<file path="config.mk">
export PLATFORM = sky130hd
export DESIGN_NAME = rx_char_fifo
export DESIGN_NICKNAME = d
export VERILOG_FILES = /design/src/rtl/rxq_pkg.sv /design/src/rtl/rxq_ctrl.sv /design/src/rtl/rxq_datapath.sv /design/src/rtl/rx_char_fifo.sv
export SDC_FILE = /design/constraint.sdc
export NUM_CORES = 1
export LEC_CHECK = 0
export ABC_AREA = 1
export BUFFER_PORTS_ARGS = -buffer_cell sky130_fd_sc_hd__buf_2
export CAP_MARGIN = 5
export CORE_MARGIN = 2
export CORE_UTILIZATION = 40
export DETAILED_ROUTE_END_ITERATION = 16
export HOLD_SLACK_MARGIN = 0.03
export PLACE_DENSITY_LB_ADDON = 0.3
export SLEW_MARGIN = 20
export SYNTH_ARGS = -nofsm -noshare
export SYNTH_HDL_FRONTEND = slang
export SYNTH_HIERARCHICAL = 1
export SYNTH_SLANG_ARGS = --single-unit
</file>
<file path="constraint.sdc">
create_clock -name clk -period 2.3 [get_ports clk]
set_input_delay 0.115 -clock clk [delete_from_list [all_inputs] [get_ports clk]]
set_output_delay 0.115 -clock clk [all_outputs]
set_load 0.05 [all_outputs]
</file>
<file path="src/rtl/rxq_pkg.sv">
package rxq_pkg;

  localparam int DATA_W = 8;

  // One buffered character with the status that travels with it.
  typedef struct packed {
    logic              frameErr;
    logic              parityErr;
    logic              bit8;
    logic [DATA_W-1:0] data;
  } rxqChar_t;

  // Strobes from control to datapath, valid for the current cycle.
  typedef struct packed {
    logic flush;       // receiver disabled: drop everything
    logic wrEn;        // write one entry this cycle
    logic wrFromHold;  // source of that write is the waiting stage
    logic holdLoad;    // park the incoming character in the waiting stage
    logic ovrSet;      // mark the newest entry as overrun
    logic capStatus;   // load read-return status registers
    logic capData;     // load read-return data register
    logic headValid;   // oldest entry holds an unread character
  } rxqStrobes_t;

endpackage

</file>
<file path="src/rtl/rxq_ctrl.sv">
module rxq_ctrl
  import rxq_pkg::*;
#(
  parameter int DEPTH = 2,
  localparam int IDX_W = (DEPTH > 1) ? $clog2(DEPTH) : 1,
  localparam int CNT_W = $clog2(DEPTH + 1)
) (
  input  logic             clk,
  input  logic             rstN,
  input  logic             rxEnable,
  input  logic             charValid,
  input  logic             startDetect,
  input  logic             statusRead,
  input  logic             dataRead,
  output rxqStrobes_t      strb,
  output logic [IDX_W-1:0] wrIdx,
  output logic [IDX_W-1:0] ovrIdx,
  output logic [IDX_W-1:0] headIdx,
  output logic             rxComplete
);

  logic [CNT_W-1:0] count;
  logic [IDX_W-1:0] head;
  logic             holdValid;

  logic             pop;
  logic             isFull;
  logic             roomAfter;
  logic             moveHold;
  logic             directIn;
  logic             parkIn;
  logic             overrun;
  logic [CNT_W-1:0] afterPop;

  function automatic logic [IDX_W-1:0] wrapAdd(input logic [IDX_W-1:0] base,
                                               input logic [CNT_W-1:0] off);
    int s;
    s = int'(base) + int'(off);
    if (s >= DEPTH) s = s - DEPTH;
    return IDX_W'(s);
  endfunction

  always_comb begin
    isFull    = (count == CNT_W'(DEPTH));
    pop       = dataRead && (count != '0);
    afterPop  = count - CNT_W'(pop);
    roomAfter = (afterPop < CNT_W'(DEPTH));
    moveHold  = holdValid && roomAfter;
    directIn  = charValid && !holdValid && roomAfter;
    parkIn    = charValid && !holdValid && !roomAfter;
    overrun   = startDetect && holdValid && isFull && !pop;
  end

  always_comb begin
    strb            = '0;
    strb.flush      = !rxEnable;
    strb.wrEn       = rxEnable && (moveHold || directIn);
    strb.wrFromHold = moveHold;
    strb.holdLoad   = rxEnable && parkIn;
    strb.ovrSet     = rxEnable && overrun;
    strb.capStatus  = statusRead;
    strb.capData    = dataRead;
    strb.headValid  = (count != '0);
  end

  assign wrIdx      = wrapAdd(head, count);
  assign ovrIdx     = wrapAdd(head, count - CNT_W'(1));
  assign headIdx    = head;
  assign rxComplete = (count != '0);

  always_ff @(posedge clk) begin
    if (!rstN) begin
      count     <= '0;
      head      <= '0;
      holdValid <= 1'b0;
    end else if (!rxEnable) begin
      count     <= '0;
      head      <= '0;
      holdValid <= 1'b0;
    end else begin
      count <= afterPop + CNT_W'(strb.wrEn);
      if (pop) head <= wrapAdd(head, CNT_W'(1));
      if (overrun || moveHold) holdValid <= 1'b0;
      else if (parkIn)         holdValid <= 1'b1;
    end
  end

endmodule

</file>
<file path="src/rtl/rxq_datapath.sv">
module rxq_datapath
  import rxq_pkg::*;
#(
  parameter int DEPTH = 2,
  localparam int IDX_W = (DEPTH > 1) ? $clog2(DEPTH) : 1
) (
  input  logic              clk,
  input  logic              rstN,
  input  rxqStrobes_t       strb,
  input  logic [IDX_W-1:0]  wrIdx,
  input  logic [IDX_W-1:0]  ovrIdx,
  input  logic [IDX_W-1:0]  headIdx,
  input  rxqChar_t          inChar,
  output logic [DATA_W-1:0] rdData,
  output logic              rdBit8,
  output logic              rdFrameErr,
  output logic              rdParityErr,
  output logic              rdOverrun
);

  rxqChar_t             holdChar;
  rxqChar_t             writeChar;
  rxqChar_t             slotChar [DEPTH];
  logic     [DEPTH-1:0] slotOvr;
  logic     [DEPTH-1:0] slotWe;
  logic     [DEPTH-1:0] slotMark;
  rxqChar_t             headChar;
  logic                 headOvr;

  assign writeChar = strb.wrFromHold ? holdChar : inChar;

  // Waiting stage: the character the shift register still holds.
  always_ff @(posedge clk) begin
    if (!rstN)              holdChar <= '0;
    else if (strb.holdLoad) holdChar <= inChar;
  end

  for (genvar g = 0; g < DEPTH; g++) begin : gSlot
    rxqChar_t charQ;
    logic     ovrQ;

    assign slotWe[g]   = strb.wrEn && (wrIdx == IDX_W'(g));
    assign slotMark[g] = strb.ovrSet && (ovrIdx == IDX_W'(g));

    always_ff @(posedge clk) begin
      if (!rstN)          charQ <= '0;
      else if (slotWe[g]) charQ <= writeChar;
    end

    // Overrun flag belongs to this entry; a fresh write starts it clear.
    always_ff @(posedge clk) begin
      if (!rstN)            ovrQ <= 1'b0;
      else if (strb.flush)  ovrQ <= 1'b0;
      else if (slotWe[g])   ovrQ <= 1'b0;
      else if (slotMark[g]) ovrQ <= 1'b1;
    end

    assign slotChar[g] = charQ;
    assign slotOvr[g]  = ovrQ;
  end

  assign headChar = slotChar[headIdx];
  assign headOvr  = slotOvr[headIdx];

  // Read-return registers, loaded only by their own strobe.
  always_ff @(posedge clk) begin
    if (!rstN) begin
      rdBit8      <= 1'b0;
      rdFrameErr  <= 1'b0;
      rdParityErr <= 1'b0;
      rdOverrun   <= 1'b0;
    end else if (strb.capStatus) begin
      rdBit8      <= strb.headValid && headChar.bit8;
      rdFrameErr  <= strb.headValid && headChar.frameErr;
      rdParityErr <= strb.headValid && headChar.parityErr;
      rdOverrun   <= strb.headValid && headOvr;
    end
  end

  always_ff @(posedge clk) begin
    if (!rstN)             rdData <= '0;
    else if (strb.capData) rdData <= strb.headValid ? headChar.data : '0;
  end

endmodule

</file>
<file path="src/rtl/rx_char_fifo.sv">
module rx_char_fifo
  import rxq_pkg::*;
#(
  parameter int DEPTH = 2
) (
  input  logic              clk,
  input  logic              rstN,
  input  logic              rxEnable,
  input  logic              charValid,
  input  logic [DATA_W-1:0] charData,
  input  logic              charBit8,
  input  logic              charFrameErr,
  input  logic              charParityErr,
  input  logic              startDetect,
  input  logic              statusRead,
  input  logic              dataRead,
  output logic              rxComplete,
  output logic [DATA_W-1:0] rdData,
  output logic              rdBit8,
  output logic              rdFrameErr,
  output logic              rdParityErr,
  output logic              rdOverrun
);

  localparam int IDX_W = (DEPTH > 1) ? $clog2(DEPTH) : 1;

  rxqStrobes_t      strb;
  logic [IDX_W-1:0] wrIdx;
  logic [IDX_W-1:0] ovrIdx;
  logic [IDX_W-1:0] headIdx;
  rxqChar_t         inChar;

  assign inChar.frameErr  = charFrameErr;
  assign inChar.parityErr = charParityErr;
  assign inChar.bit8      = charBit8;
  assign inChar.data      = charData;

  rxq_ctrl #(.DEPTH(DEPTH)) ctrl (
    .clk        (clk),
    .rstN       (rstN),
    .rxEnable   (rxEnable),
    .charValid  (charValid),
    .startDetect(startDetect),
    .statusRead (statusRead),
    .dataRead   (dataRead),
    .strb       (strb),
    .wrIdx      (wrIdx),
    .ovrIdx     (ovrIdx),
    .headIdx    (headIdx),
    .rxComplete (rxComplete)
  );

  rxq_datapath #(.DEPTH(DEPTH)) dpath (
    .clk        (clk),
    .rstN       (rstN),
    .strb       (strb),
    .wrIdx      (wrIdx),
    .ovrIdx     (ovrIdx),
    .headIdx    (headIdx),
    .inChar     (inChar),
    .rdData     (rdData),
    .rdBit8     (rdBit8),
    .rdFrameErr (rdFrameErr),
    .rdParityErr(rdParityErr),
    .rdOverrun  (rdOverrun)
  );

endmodule

</file>
# Yosys cells after proc, flatten, opt, wreduce, memory -nomap -nowiden

Index checks and enable logic that the tools add are counted.

$add $sub $neg: 9
Reduce and logical (&&, ||, !) cells: 29
Bitwise gates (word level): 5
Eq/ne operators: 1
Muxes and demuxes: 10
Order comparisons: 6

Operators by type and width:

| kind                                                                         | number |
|---|---|
| 11-bit two-way mux                                                           | 4 |
| 1-bit logical AND                                                            | 19 |
| 3-bit OR reduction                                                           | 3 |
| 8-bit two-way mux                                                            | 1 |
| 1-bit by 2-bit adder with 3-bit output                                       | 2 |
| 3-bit by 2-bit >= comparator with 1-bit output, second input constant        | 2 |
| 1-bit two-way mux                                                            | 5 |
| 2-bit >= comparator, second input constant                                   | 2 |
| 1-bit inverter                                                               | 4 |
| 1-bit zero test                                                              | 3 |
| 1-bit subtractor, second input constant                                      | 3 |
| 1-bit by 1-bit adder with 2-bit output, second input constant                | 1 |
| 2-bit by 1-bit adder with 2-bit output                                       | 1 |
| 2-bit equality test, second input constant                                   | 1 |
| 1-bit logical OR                                                             | 2 |
| 1-bit by 2-bit less-than comparator with 1-bit output, second input constant | 1 |
| 2-bit less-than comparator, second input constant                            | 1 |
| 1-bit inverter with 2-bit output                                             | 1 |
| 2-bit AND reduction                                                          | 1 |
| 2-bit nonzero test                                                           | 1 |
| 2-bit by 1-bit subtractor with 2-bit output                                  | 1 |
| 2-bit by 1-bit subtractor with 2-bit output, second input constant           | 1 |

Bits of input ports: 18
Logic and storage cells: 82
Output and inout bits: 13
Register bits after elaboration: 51

# Longest topological paths before layout

Gate-level depths: netlist of run 1.

Word-level depth: 9
Depth in mapped cells: 13
Mapped depth without buffers: 12

# Cells and area by module

Netlist of run 1, hierarchy kept.

Modules (own cells, without submodules):

| module       | cells an instance | area an instance (µm²) | times used | sequential area each (µm²) |
|---|---|---|---|---|
| rxq_datapath | 285               | 1981.9                 | 1          | 940.9 |
| rxq_ctrl     | 53                | 315.3                  | 1          | 80.1 |

# Worst setup path after synthesis of run 1

Ideal clock, no wire load.

Path kind: register -> register
From: register ctrl.count[1]
To: register dpath/gSlot[0].charQ[1] in the netlist's numbering
Data required time: 2184 ps
Setup time: 116 ps
Cell stages (with the launch flop): 14
Arrival time: 1574 ps
Path slack: 610 ps
Path buffers: 1
Period minus slack after synthesis: 1690 ps
Cell sequence: dfxtp_1 nor2_1 nor2_2 ha_1 inv_1 nand2_1 nand2_2 nor2_1 inv_1 nor2_2 inv_1 buf_2 nor2_1 nor2_1

RTL lines:

| element                  | RTL line           | source |
|---|---|---|
| start: declaration       | rxq_ctrl.sv:22     | `logic [CNT_W-1:0] count;` |
| start signal: assignment | rxq_ctrl.sv:81     | `count <= afterPop + CNT_W'(strb.wrEn);` |
| end signal: assignment   | rxq_datapath.sv:47 | `else if (slotWe[g]) charQ <= writeChar;` |
| end: declaration         | rxq_datapath.sv:39 | `rxqChar_t charQ;` |

==> impl_metrics.env, run 1 <==
export IMPL_fin_nets=383
export IMPL_synth_seq_cells=51
export IMPL_yosysTopAreaCellShare_pct=44.44
export IMPL_antenna_found_initial=0
export IMPL_setup_tns_final_ns=0
export IMPL_yosysSeqAreaShare_pct=44.44
export IMPL_via_per_inst=4.436
export IMPL_clock_fmax_ghz=0.5403
export IMPL_clock_root_buffer="clkbuf_8"
export IMPL_power_frac_clock_pct=31.0
export IMPL_fin_skew_ns=0.005946
export IMPL_vias=1934
export IMPL_firstDrtPassIters=4
export IMPL_area_growth_pct=11.27
export IMPL_postCtsHoldBufs=0
export IMPL_setup_viol=0
export IMPL_drt_iter0_drc=67
export IMPL_rsz0062_at_grt="false"
export IMPL_p_sw_share_pct=25.90
export IMPL_crit_fanout=12
export IMPL_worstPathCellList="nor2_1 > nor2_2 > ha_1 > inv_1 > nand2_1 > nand2_2 > nor2_1 > nand2_1 > inv_1 > o21ai_0 > nor2_1"
export IMPL_p_seq_share_pct=58.3
export IMPL_hold_viol=0
export IMPL_drv_cap=0
export IMPL_worstPathRequired_ns=2.54
export IMPL_cts_setup_buffers=0
export IMPL_cts_resized=0
export IMPL_final_max_slew_viol_count=0
export IMPL_ys_warn_count=6
export IMPL_post_drt_wl_per_cell_um=10.13
export IMPL_overflow=0
export IMPL_period_minus_slack_ns=1.851
export IMPL_cts_tree="yes"
export IMPL_core_um2=5540
export IMPL_syn_cell_area_um2=2297
export IMPL_max_stage_delay_ns=0.42
export IMPL_vdd_drop_max_v=0.0002508
export IMPL_cp_data_arrival_time_ns=2.09
export IMPL_num_antenna_cells=0
export IMPL_worstSetupPathType="register to register"
export IMPL_final_antenna_net_count=0
export IMPL_grt_pass1_wl_mm=7.741
export IMPL_synth_top_cells_by_area="dfxtp_1, nand2_1, nor2_1"
export IMPL_finalCritPeriodShare_pct=80.47
export IMPL_io_pins=31
export IMPL_critical_path_most_common_cell="nor2_1"
export IMPL_drc=0
export IMPL_clk_pin_slew_ns=0.09
export IMPL_rows=27
export IMPL_synth_avg_cell_area_um2=6.796
export IMPL_slowest_stage="dfxtp_1"
export IMPL_p_comb_share_pct=10.7
export IMPL_port_buffers=30
export IMPL_synth_distinct_cells=21
export IMPL_cts_buffer_depth=2
export IMPL_clock_sinks=51
export IMPL_p_sw_uw=414.0
export IMPL_timing_hold_ws_ns=0.05736
export IMPL_gp_congestion=0.7826
export IMPL_dieArea_um2=6365
export IMPL_mostFrequentLayoutCell="nand2_1"
export IMPL_grt_max_degree=35
export IMPL_grt_pass1_vias=1760
export IMPL_p_leak_uw=0.001175
export IMPL_drive_above_1_share_pct=14.01
export IMPL_cts_inserted_buffers=5
export IMPL_insertion_delay_ns=0.30
export IMPL_tightest_slew_ns=0.3371
export IMPL_syn_inst=338
export IMPL_htree_levels=2
export IMPL_path_buf_inv=2
export IMPL_path_delay_family="simple AND/OR/NAND/NOR gates"
export IMPL_start_kind="register"
export IMPL_syn_nets=358
export IMPL_maxSlewHeadroom_pct=77.50
export IMPL_status="finished clean"
export IMPL_intPower_uw=1184
export IMPL_hpwl_mm=3.286
export IMPL_mostFrequentLayoutCells="nand2_1, nor2_1, inv_1"
export IMPL_grt_total_usage_pct=15.27
export IMPL_power_per_cell_area_nw_per_um2=625.3
export IMPL_min_path_type="primary input to register"
export IMPL_cp_end_kind="register"
export IMPL_die_h_um=79.78
export IMPL_die_w_um=79.78
export IMPL_initial_core_util_pct=41.46
export IMPL_finalWirelength_mm=4.418
export IMPL_synth_area_leader_cell="dfxtp_1"
[worst min-delay path, delay by kind of cell]
family                 cells  cell delay [ns]
buffers and inverters      2             0.14
AO/OA/AOI/OAI              1             0.06
[cell usage after synthesis, drive strengths merged]
| cell | number |
|---|---|
| a21oi | 25 |
| buf | 16 |
| clkbuf | 2 |
| dfxtp | 51 |
| ha | 2 |
| inv | 55 |
| nand2 | 63 |
| nand3 | 16 |
| nor2 | 58 |
| nor3 | 3 |
| o21ai | 44 |
| or2 | 2 |
| xor2 | 1 |
[layer usage]
layer | vias to the layer above | wire (um) | GRT usage (%)
met4 | 0 | 18 | 3.559
met3 | 2 | 185 | 4.525
met2 | 41 | 1795 | 22.61
li1 | 1087 | - | -
met5 | - | 0 | 0
met1 | 804 | 2418 | 21.88
[power groups by stage]
stage          clock network, uW  registers (uW)  logic [uW]
6_report                     496             931         171
5_1_grt                      548             935         199
4_1_cts                      516             931         172
3_5_place_dp                   0             951         172
3_3_place_gp                   0             951         169
2_1_floorplan                  0             952         126
[stage by stage]
| stage | instances | setup WS, ns | instance area [um2] | utilization [%] | total power (uW) |
|---|---|---|---|---|---|
| 2_1_floorplan | 338 | 0.6105 | 2297 | - | 1078 |
| 3_3_place_gp | 428 | 0.5373 | 2471 | 44.60 | 1121 |
| 3_5_place_dp | 428 | 0.4684 | 2471 | 44.60 | 1123 |
| 4_1_cts | 436 | 0.4389 | 2556 | 46.14 | 1619 |
| 5_1_grt | 436 | 0.1839 | 2556 | 46.14 | 1682 |
| 6_report | 436 | 0.4492 | 2556 | 46.14 | 1598 |
[final timing paths]
check                           cells after the start                                    to  slack, ns                          from
worst max register to register                     11  dpath/gSlot[1].charQ[8]$_SDFFE_PN0P_       0.45      ctrl/count[1]$_SDFF_PN0_
worst min register to register                      2          dpath/rdOverrun$_SDFFE_PN0P_       0.46  dpath/rdOverrun$_SDFFE_PN0P_
worst max-delay path                               11  dpath/gSlot[1].charQ[8]$_SDFFE_PN0P_       0.45      ctrl/count[1]$_SDFF_PN0_
worst min-delay path                                3        dpath/holdChar[2]$_SDFFE_PN0P_       0.06                   charData[2]
[area by class of cell]
class,instances,area [um2]
Fill cell,599,2984
Sequential cell,51,1021
Multi-Input combinational cell,214,958.4
Inverter,55,206.4
Timing Repair Buffer,36,195.2
Tap cell,72,90.09
Clock buffer,6,72.57
Clock inverter,2,12.51
[state kept, by name, indices dropped and copies added (netlist names)]
register	flops
dpath/gSlot.charQ	22
ctrl/holdValid	1
ctrl/headIdx	1
dpath/rdOverrun	1
ctrl/count	2
dpath/rdFrameErr	1
dpath/rdParityErr	1
dpath/gSlot.ovrQ	2
dpath/holdChar	11
dpath/rdData	8
dpath/rdBit8	1
[cells by family (layout without fill, tap and decap cells)]
logic type	after synthesis	count (layout)	synth area share [%]
buffers and inverters	73	99	13.83
XOR/XNOR	1	1	0.3813
flip-flops	51	51	44.44
AO/OA/AOI/OAI	69	69	15.03
AND/OR/NAND/NOR	142	142	25.22
adder cells (fa/ha/maj)	2	2	1.089
No activity file was read; power rests on OpenSTA's default activity.
==> run 2, diff against run 1 <==
- clock period: 2.3 -> 1.5 ns (I/O delays scaled with it)
==> run 2 against run 1 <==
Effect of this change: the run now ends with negative setup slack left; critical path depth up 1; combinational power increased by 130%; largest power group unchanged; sequential power up 54%; cell area up 18%; sequential cell count unchanged; sequential share of layout area shrank 5.9 points; cell count is 6.7% higher; worst hold slack improved by 0.029 ns; total power rose by 66%.
==> impl_metrics.env, run 2 (synthesis gave the netlist of run 1 again) <==
export IMPL_largest_reg_flops=22
export IMPL_worstSetupPathType="register to register"
export IMPL_area_sequential_um2=1023
export IMPL_via_per_inst=4.697
export IMPL_vias=2184
export IMPL_htree_levels=2
export IMPL_initial_core_util_pct=41.46
export IMPL_setup_slack_ns=-0.2204
export IMPL_cp_end_kind="register"
export IMPL_r2r_cells=12
export IMPL_gp_congestion=0.8196
export IMPL_timing_hold_ws_ns=0.08685
export IMPL_drv_cap=0
export IMPL_multi_input_area_um2=1070
export IMPL_drc=0
export IMPL_violations="negative setup slack"
export IMPL_p_leak_uw=0.001352
export IMPL_rows=27
export IMPL_clock_fmax_ghz=0.5813
export IMPL_fin_util_pct=54.27
export IMPL_die_w_um=79.78
export IMPL_core_um2=5540
export IMPL_rsz0062_at_grt="true"
export IMPL_num_antenna_cells=0
export IMPL_cts_buffer_depth=2
export IMPL_port_buffers=30
export IMPL_firstDrtPassIters=4
export IMPL_clk_pin_slew_ns=0.09
export IMPL_maxSlewHeadroom_pct=73.24
export IMPL_r2r_setup_slack_ns=-0.22
export IMPL_setup_viol=37
export IMPL_fin_nets=412
export IMPL_cp_startpoint="ctrl/count[1]$_SDFF_PN0_"
export IMPL_stdcell_area_um2=3007
export IMPL_grt_pass1_wl_mm=9.052
export IMPL_period_minus_slack_ns=1.720
export IMPL_rr_endpoint="dpath/holdChar[7]$_SDFFE_PN0P_"
export IMPL_grt_total_usage_pct=18.29
export IMPL_power_per_cell_area_nw_per_um2=884.4
export IMPL_min_path_type="primary input to register"
export IMPL_finalCritPeriodShare_pct=114.7
export IMPL_mostFrequentLayoutCell="nand2_1"
export IMPL_drt_iter0_drc=147
export IMPL_top_regs="dpath/gSlot.charQ (22), dpath/holdChar (11), dpath/rdData (8)"
export IMPL_setup_tns_final_ns=-6.056
export IMPL_cts_inserted_buffers=5
export IMPL_clock_root_buffer="clkbuf_8"
export IMPL_grt_max_degree=25
export IMPL_dieArea_um2=6365
export IMPL_io_pins=31
export IMPL_grt_pass1_vias=1997
export IMPL_hold_viol=0
export IMPL_cp_data_arrival_time_ns=1.97
export IMPL_vdd_drop_max_v=0.0003918
export IMPL_die_h_um=79.78
export IMPL_final_antenna_net_count=0
export IMPL_crit_end="dpath/holdChar[7]$_SDFFE_PN0P_"
export IMPL_dpl_cell_count=438
export IMPL_mostFrequentLayoutCells="nand2_1, nor2_1, dfxtp_1"
export IMPL_overflow=0
export IMPL_cts_tree="yes"
export IMPL_fin_skew_ns=0.01076
export IMPL_regMostFlops="dpath/gSlot.charQ"
export IMPL_placed_cell_area_um2=2571
export IMPL_post_drt_wl_per_cell_um=12.00
export IMPL_fill_cells=570
export IMPL_tightest_slew_ns=0.4010
export IMPL_fin_cells=465
export IMPL_finalWirelength_mm=5.582
export IMPL_area_growth_pct=30.88
export IMPL_status="finished, violations left"
export IMPL_antenna_found_initial=0
export IMPL_clock_sinks=51
export IMPL_start_kind="register"
export IMPL_insertion_delay_ns=0.31
export IMPL_worstPathRequired_ns=1.75
export IMPL_hpwl_mm=3.511
export IMPL_final_max_slew_viol_count=0
export IMPL_r2r_start="ctrl/count[1]$_SDFF_PN0_"
export IMPL_crit_fanout=5
export IMPL_drive_above_1_share_pct=24.94
[run 2: cell types whose count changed in the layout (fill, tap and decap cells not counted), moves of 3 or more]
cell / change
nor2_1: -4
o21ai_0: -20
o21ai_2: +11
o21ai_1: +9
inv_1: -5
dlygate4sd3_1: +12
nor2_4: +3
nand2_1: -3
buf_4: +6
inv_2: +4
buf_6: +8
[run 2: worst min path at each step]
stage	cells past startpoint	from	to
finish	4	statusRead	dpath/rdBit8$_SDFFE_PN0P_
global route	4	statusRead	dpath/rdOverrun$_SDFFE_PN0P_
floorplan	2	rstN	dpath/rdData[7]$_SDFFE_PN0P_
global placement	3	charData[2]	dpath/holdChar[2]$_SDFFE_PN0P_
detailed placement	3	charParityErr	dpath/holdChar[9]$_SDFFE_PN0P_
CTS	4	statusRead	dpath/rdBit8$_SDFFE_PN0P_
[run 2: stage by stage]
| step | power, uW | setup slack (ns) |
|---|---|---|
| 2_1_floorplan | 1660 | -0.08602 |
| 3_3_place_gp | 1744 | -0.1183 |
| 3_5_place_dp | 1751 | -0.1641 |
| 4_1_cts | 2629 | -0.1707 |
| 5_1_grt | 2786 | -0.3310 |
| 6_report | 2659 | -0.2204 |
[run 2: worst max-delay path, cell delays in order (launching register included)]
cell	delay, ns
dfxtp_2	0.34
nor2_2	0.12
nor2_2	0.05
ha_2	0.19
inv_2	0.06
nand2_2	0.06
nand2_4	0.09
buf_6	0.11
nand3_4	0.06
nor2_4	0.22
clkbuf_16	0.19
o21ai_2	0.05
a21oi_1	0.11
[run 2: what timing repair did]
action | 4_1_cts | 5_1_grt
cloned | 2 | 2
buffers inserted | 2 | 3
gates resized for setup | 10 | 48
pin swaps | 0 | 19
setup endpoints to repair | 36 | 38
endpoints found under the hold margin | 12 | 0
hold buffers | 12 | 0
[run 2: layout make-up]
cell class | instances | share of cell area (%)
Clock inverter | 2 | 0.5410
Sequential cell | 51 | 34.04
Clock buffer | 6 | 2.747
Tap cell | 72 | 2.996
Timing Repair Buffer | 65 | 17.15
Multi-Input combinational cell | 214 | 35.58
Inverter | 55 | 6.950
[run 2: layer usage]
metal / vias to the layer above / GRT usage, % / routed length (um)
met5: - / 0 / 0
met4: 0 / 5.424 / 90
met3: 9 / 4.299 / 272
met2: 55 / 30.92 / 2703
met1: 972 / 23.19 / 2515
li1: 1148 / - / -
[run 2: report_power, final]
part	switching, uW	leakage, uW	internal [uW]
Combinational	224	0.000891	164
Sequential	25.2	0.000414	1400
Clock	467	0.0000474	377
==> run 3, diff against run 2 <==
- ABC_AREA: 1 -> default
==> run 3 against run 2 <==
Effect of this change: critical path depth down 5; utilization fell by 3.7 points; worst hold slack worse by 0.038 ns; clock skew down 0.0074 ns; the flow still finishes with violations (negative setup slack); critical path type unchanged; sequential cell count unchanged; via count shrank 24%; highest routed layer unchanged; first-iteration DRC count down 14%; synthesized cell count down 28%; cell area decreased by 7.9%; die area decreased by 2.2%; clock power fell by 4.0%.
==> impl_metrics.env, run 3 <==
export IMPL_status="finished, violations left"
export IMPL_violations="negative setup slack"
export IMPL_p_leak_uw=0.001103
export IMPL_worstSetupPathType="register to register"
export IMPL_cts_buffer_depth=2
export IMPL_syn_inst=242
export IMPL_htree_levels=2
export IMPL_drc=0
export IMPL_fill_cells=532
export IMPL_initial_core_util_pct=41.02
export IMPL_die_w_um=78.91
export IMPL_drt_iter0_drc=126
export IMPL_total_power_uw=2582
export IMPL_drv_cap=0
export IMPL_p_sw_uw=637.4
export IMPL_drive_above_1_share_pct=33.33
export IMPL_worstPathRequired_ns=1.69
export IMPL_cts_inserted_buffers=5
export IMPL_largest_reg_flops=22
export IMPL_mostFrequentLayoutCells="dfxtp_1, nor2_1, buf_2"
export IMPL_final_max_slew_viol_count=0
export IMPL_maxSlewHeadroom_pct=66.07
export IMPL_min_delay_path_depth=3
export IMPL_gp_congestion=0.7228
export IMPL_rows=27
export IMPL_hpwl_mm=3.016
export IMPL_vdd_drop_max_v=0.0003656
export IMPL_via_per_inst=4.695
export IMPL_cts_tree="yes"
export IMPL_crit_fanout=6
export IMPL_finalCritPeriodShare_pct=119.2
export IMPL_io_pins=31
export IMPL_fin_skew_ns=0.003366
export IMPL_cp_end_kind="register"
export IMPL_fin_nets=301
export IMPL_yosysTopAreaCellShare_pct=45.48
export IMPL_hold_start="charData[4]"
export IMPL_fin_cells=354
export IMPL_firstDrtPassIters=4
export IMPL_synth_avg_cell_area_um2=9.275
export IMPL_die_h_um=78.91
export IMPL_finalWirelength_mm=4.464
export IMPL_r2r_setup_slack_ns=-0.29
export IMPL_start_kind="register"
export IMPL_setup_slack_ns=-0.2879
export IMPL_mostFrequentLayoutCell="dfxtp_1"
export IMPL_clock_root_buffer="clkbuf_8"
export IMPL_synth_main_ff_cell="dfxtp_1"
export IMPL_grt_max_degree=34
export IMPL_dieArea_um2=6227
export IMPL_cp_data_arrival_time_ns=1.98
export IMPL_insertion_delay_ns=0.30
export IMPL_post_drt_wl_per_cell_um=12.61
export IMPL_final_antenna_net_count=0
export IMPL_synth_area_leader_cell="dfxtp_1"
export IMPL_p_sw_share_pct=24.68
export IMPL_setup_viol=37
export IMPL_period_minus_slack_ns=1.788
export IMPL_power_per_cell_area_nw_per_um2=933.1
export IMPL_r2r_start="ctrl/count[0]$_SDFF_PN0_"
export IMPL_synth_distinct_cells=33
export IMPL_vias=1662
export IMPL_synth_top_cells_by_area="dfxtp_1, mux2i_1, nor2_1"
export IMPL_num_antenna_cells=0
export IMPL_clock_fmax_ghz=0.5593
export IMPL_clk_pin_slew_ns=0.09
export IMPL_port_buffers=30
export IMPL_top_regs="dpath/gSlot.charQ (22), dpath/holdChar (11), dpath/rdData (8)"
export IMPL_setup_tns_final_ns=-8.190
export IMPL_antenna_found_initial=0
export IMPL_p_seq_share_pct=55.0
export IMPL_tightest_slew_ns=0.5079
export IMPL_dpl_cell_count=340
export IMPL_synth_seq_cells=51
export IMPL_synth_edf_count=0
export IMPL_cp_startpoint="ctrl/count[0]$_SDFF_PN0_"
export IMPL_grt_total_usage_pct=15.21
export IMPL_synthTopCellsByCount="dfxtp_1, nor2_1, o21ai_0"
export IMPL_yosysSeqAreaShare_pct=45.48
export IMPL_core_um2=5473
export IMPL_ys_warn_count=6
export IMPL_rsz0062_at_grt="true"
export IMPL_overflow=0
export IMPL_area_growth_pct=23.30
export IMPL_yosysMostFrequentCell="dfxtp_1"
export IMPL_syn_nets=262
export IMPL_grt_pass1_wl_mm=7.376
export IMPL_regMostFlops="dpath/gSlot.charQ"
export IMPL_intPower_uw=1945
export IMPL_clock_sinks=51
export IMPL_async_flop_share_pct=0
export IMPL_min_path_type="primary input to register"
export IMPL_hold_viol=0
export IMPL_p_comb_share_pct=13.6
export IMPL_power_frac_clock_pct=31.4
export IMPL_syn_cell_area_um2=2245
export IMPL_grt_pass1_vias=1550
export IMPL_r2r_cells=7
[run 3: changes by cell type after synthesis, sizes merged, moves of 3 or more]
cell	previous run	this run
mux2	0	11
nor2	58	44
inv	55	5
nor2b	0	14
buf	16	12
clkbuf	2	5
nand2	63	14
o21ai	44	34
a21oi	25	2
mux2i	0	25
nand3	16	4
[run 3: cell type report]
class	count	area (um2)	share of cell area (%)
clock inverters	1	8.758	0.3165
well taps	72	90.09	3.255
clock buffers	7	86.33	3.119
inverters	5	18.77	0.6781
flip-flops and latches	51	1026	37.07
multi-input cells	171	1221	44.12
repair buffers	47	316.6	11.44
[run 3: worst paths after layout]
check | end
setup / recovery | dpath/gSlot[1].charQ[7]$_SDFFE_PN0P_
hold / removal | dpath/holdChar[4]$_SDFFE_PN0P_
setup reg to reg | dpath/gSlot[1].charQ[7]$_SDFFE_PN0P_
hold reg to reg | dpath/rdParityErr$_SDFFE_PN0P_
[run 3: metal layers]
layer | track usage [%] | part of all wire, % | vias to the layer above
li1 | - | - | 882
met1 | 21.26 | 50 | 738
met2 | 23.08 | 45 | 37
met3 | 3.409 | 4.5 | 5
met4 | 5.517 | 0.99 | 0
met5 | 0 | 0 | -
[run 3: power by group through the flow]
stage / Sequential (uW) / Combinational [uW] / Clock (uW)
floorplan: 1460 / 215 / 0
global placement: 1450 / 312 / 0
detailed placement: 1450 / 315 / 0
CTS: 1420 / 337 / 848
global route: 1430 / 386 / 910
finish: 1420 / 352 / 810
[run 3: critical path: stages (launching register included)]
cell and delay (ns):
dfxtp_2 0.33, o21a_1 0.22, ha_4 0.18, xnor2_4 0.21
and2_4 0.27, mux2_4 0.33, nor2_2 0.09, nor2_1 0.05
[run 3: stage by stage]
| step | worst slack, ns | instance area (um2) | util [%] | hold WS [ns] |
|---|---|---|---|---|
| after floorplan | -0.3733 | 2313 | - | 0.1620 |
| after global placement | -0.2882 | 2549 | 46.57 | 0.2768 |
| after detailed placement | -0.3093 | 2549 | 46.57 | 0.2757 |
| after CTS | -0.2880 | 2713 | 49.57 | 0.04106 |
| after global routing | -0.3755 | 2768 | 50.57 | 0.05141 |
| final | -0.2879 | 2768 | 50.57 | 0.04862 |
[run 3: kinds of logic after synthesis]
kind of cell	share of synthesized area, %
XOR/XNOR	1.115
AO/OA/AOI/OAI	9.699
flip-flops	45.48
buffers and inverters	5.741
AND/OR/NAND/NOR	18.51
adder cells (fa/ha/maj)	1.115
multiplexers	18.34
[run 3: timing repair]
action,CTS,global route
resized for setup,15,12
endpoints found under the hold margin,1,0
gates cloned,2,0
buffers inserted,0,3
pin swaps,4,1
hold buffers,1,0
setup endpoints to repair,37,37
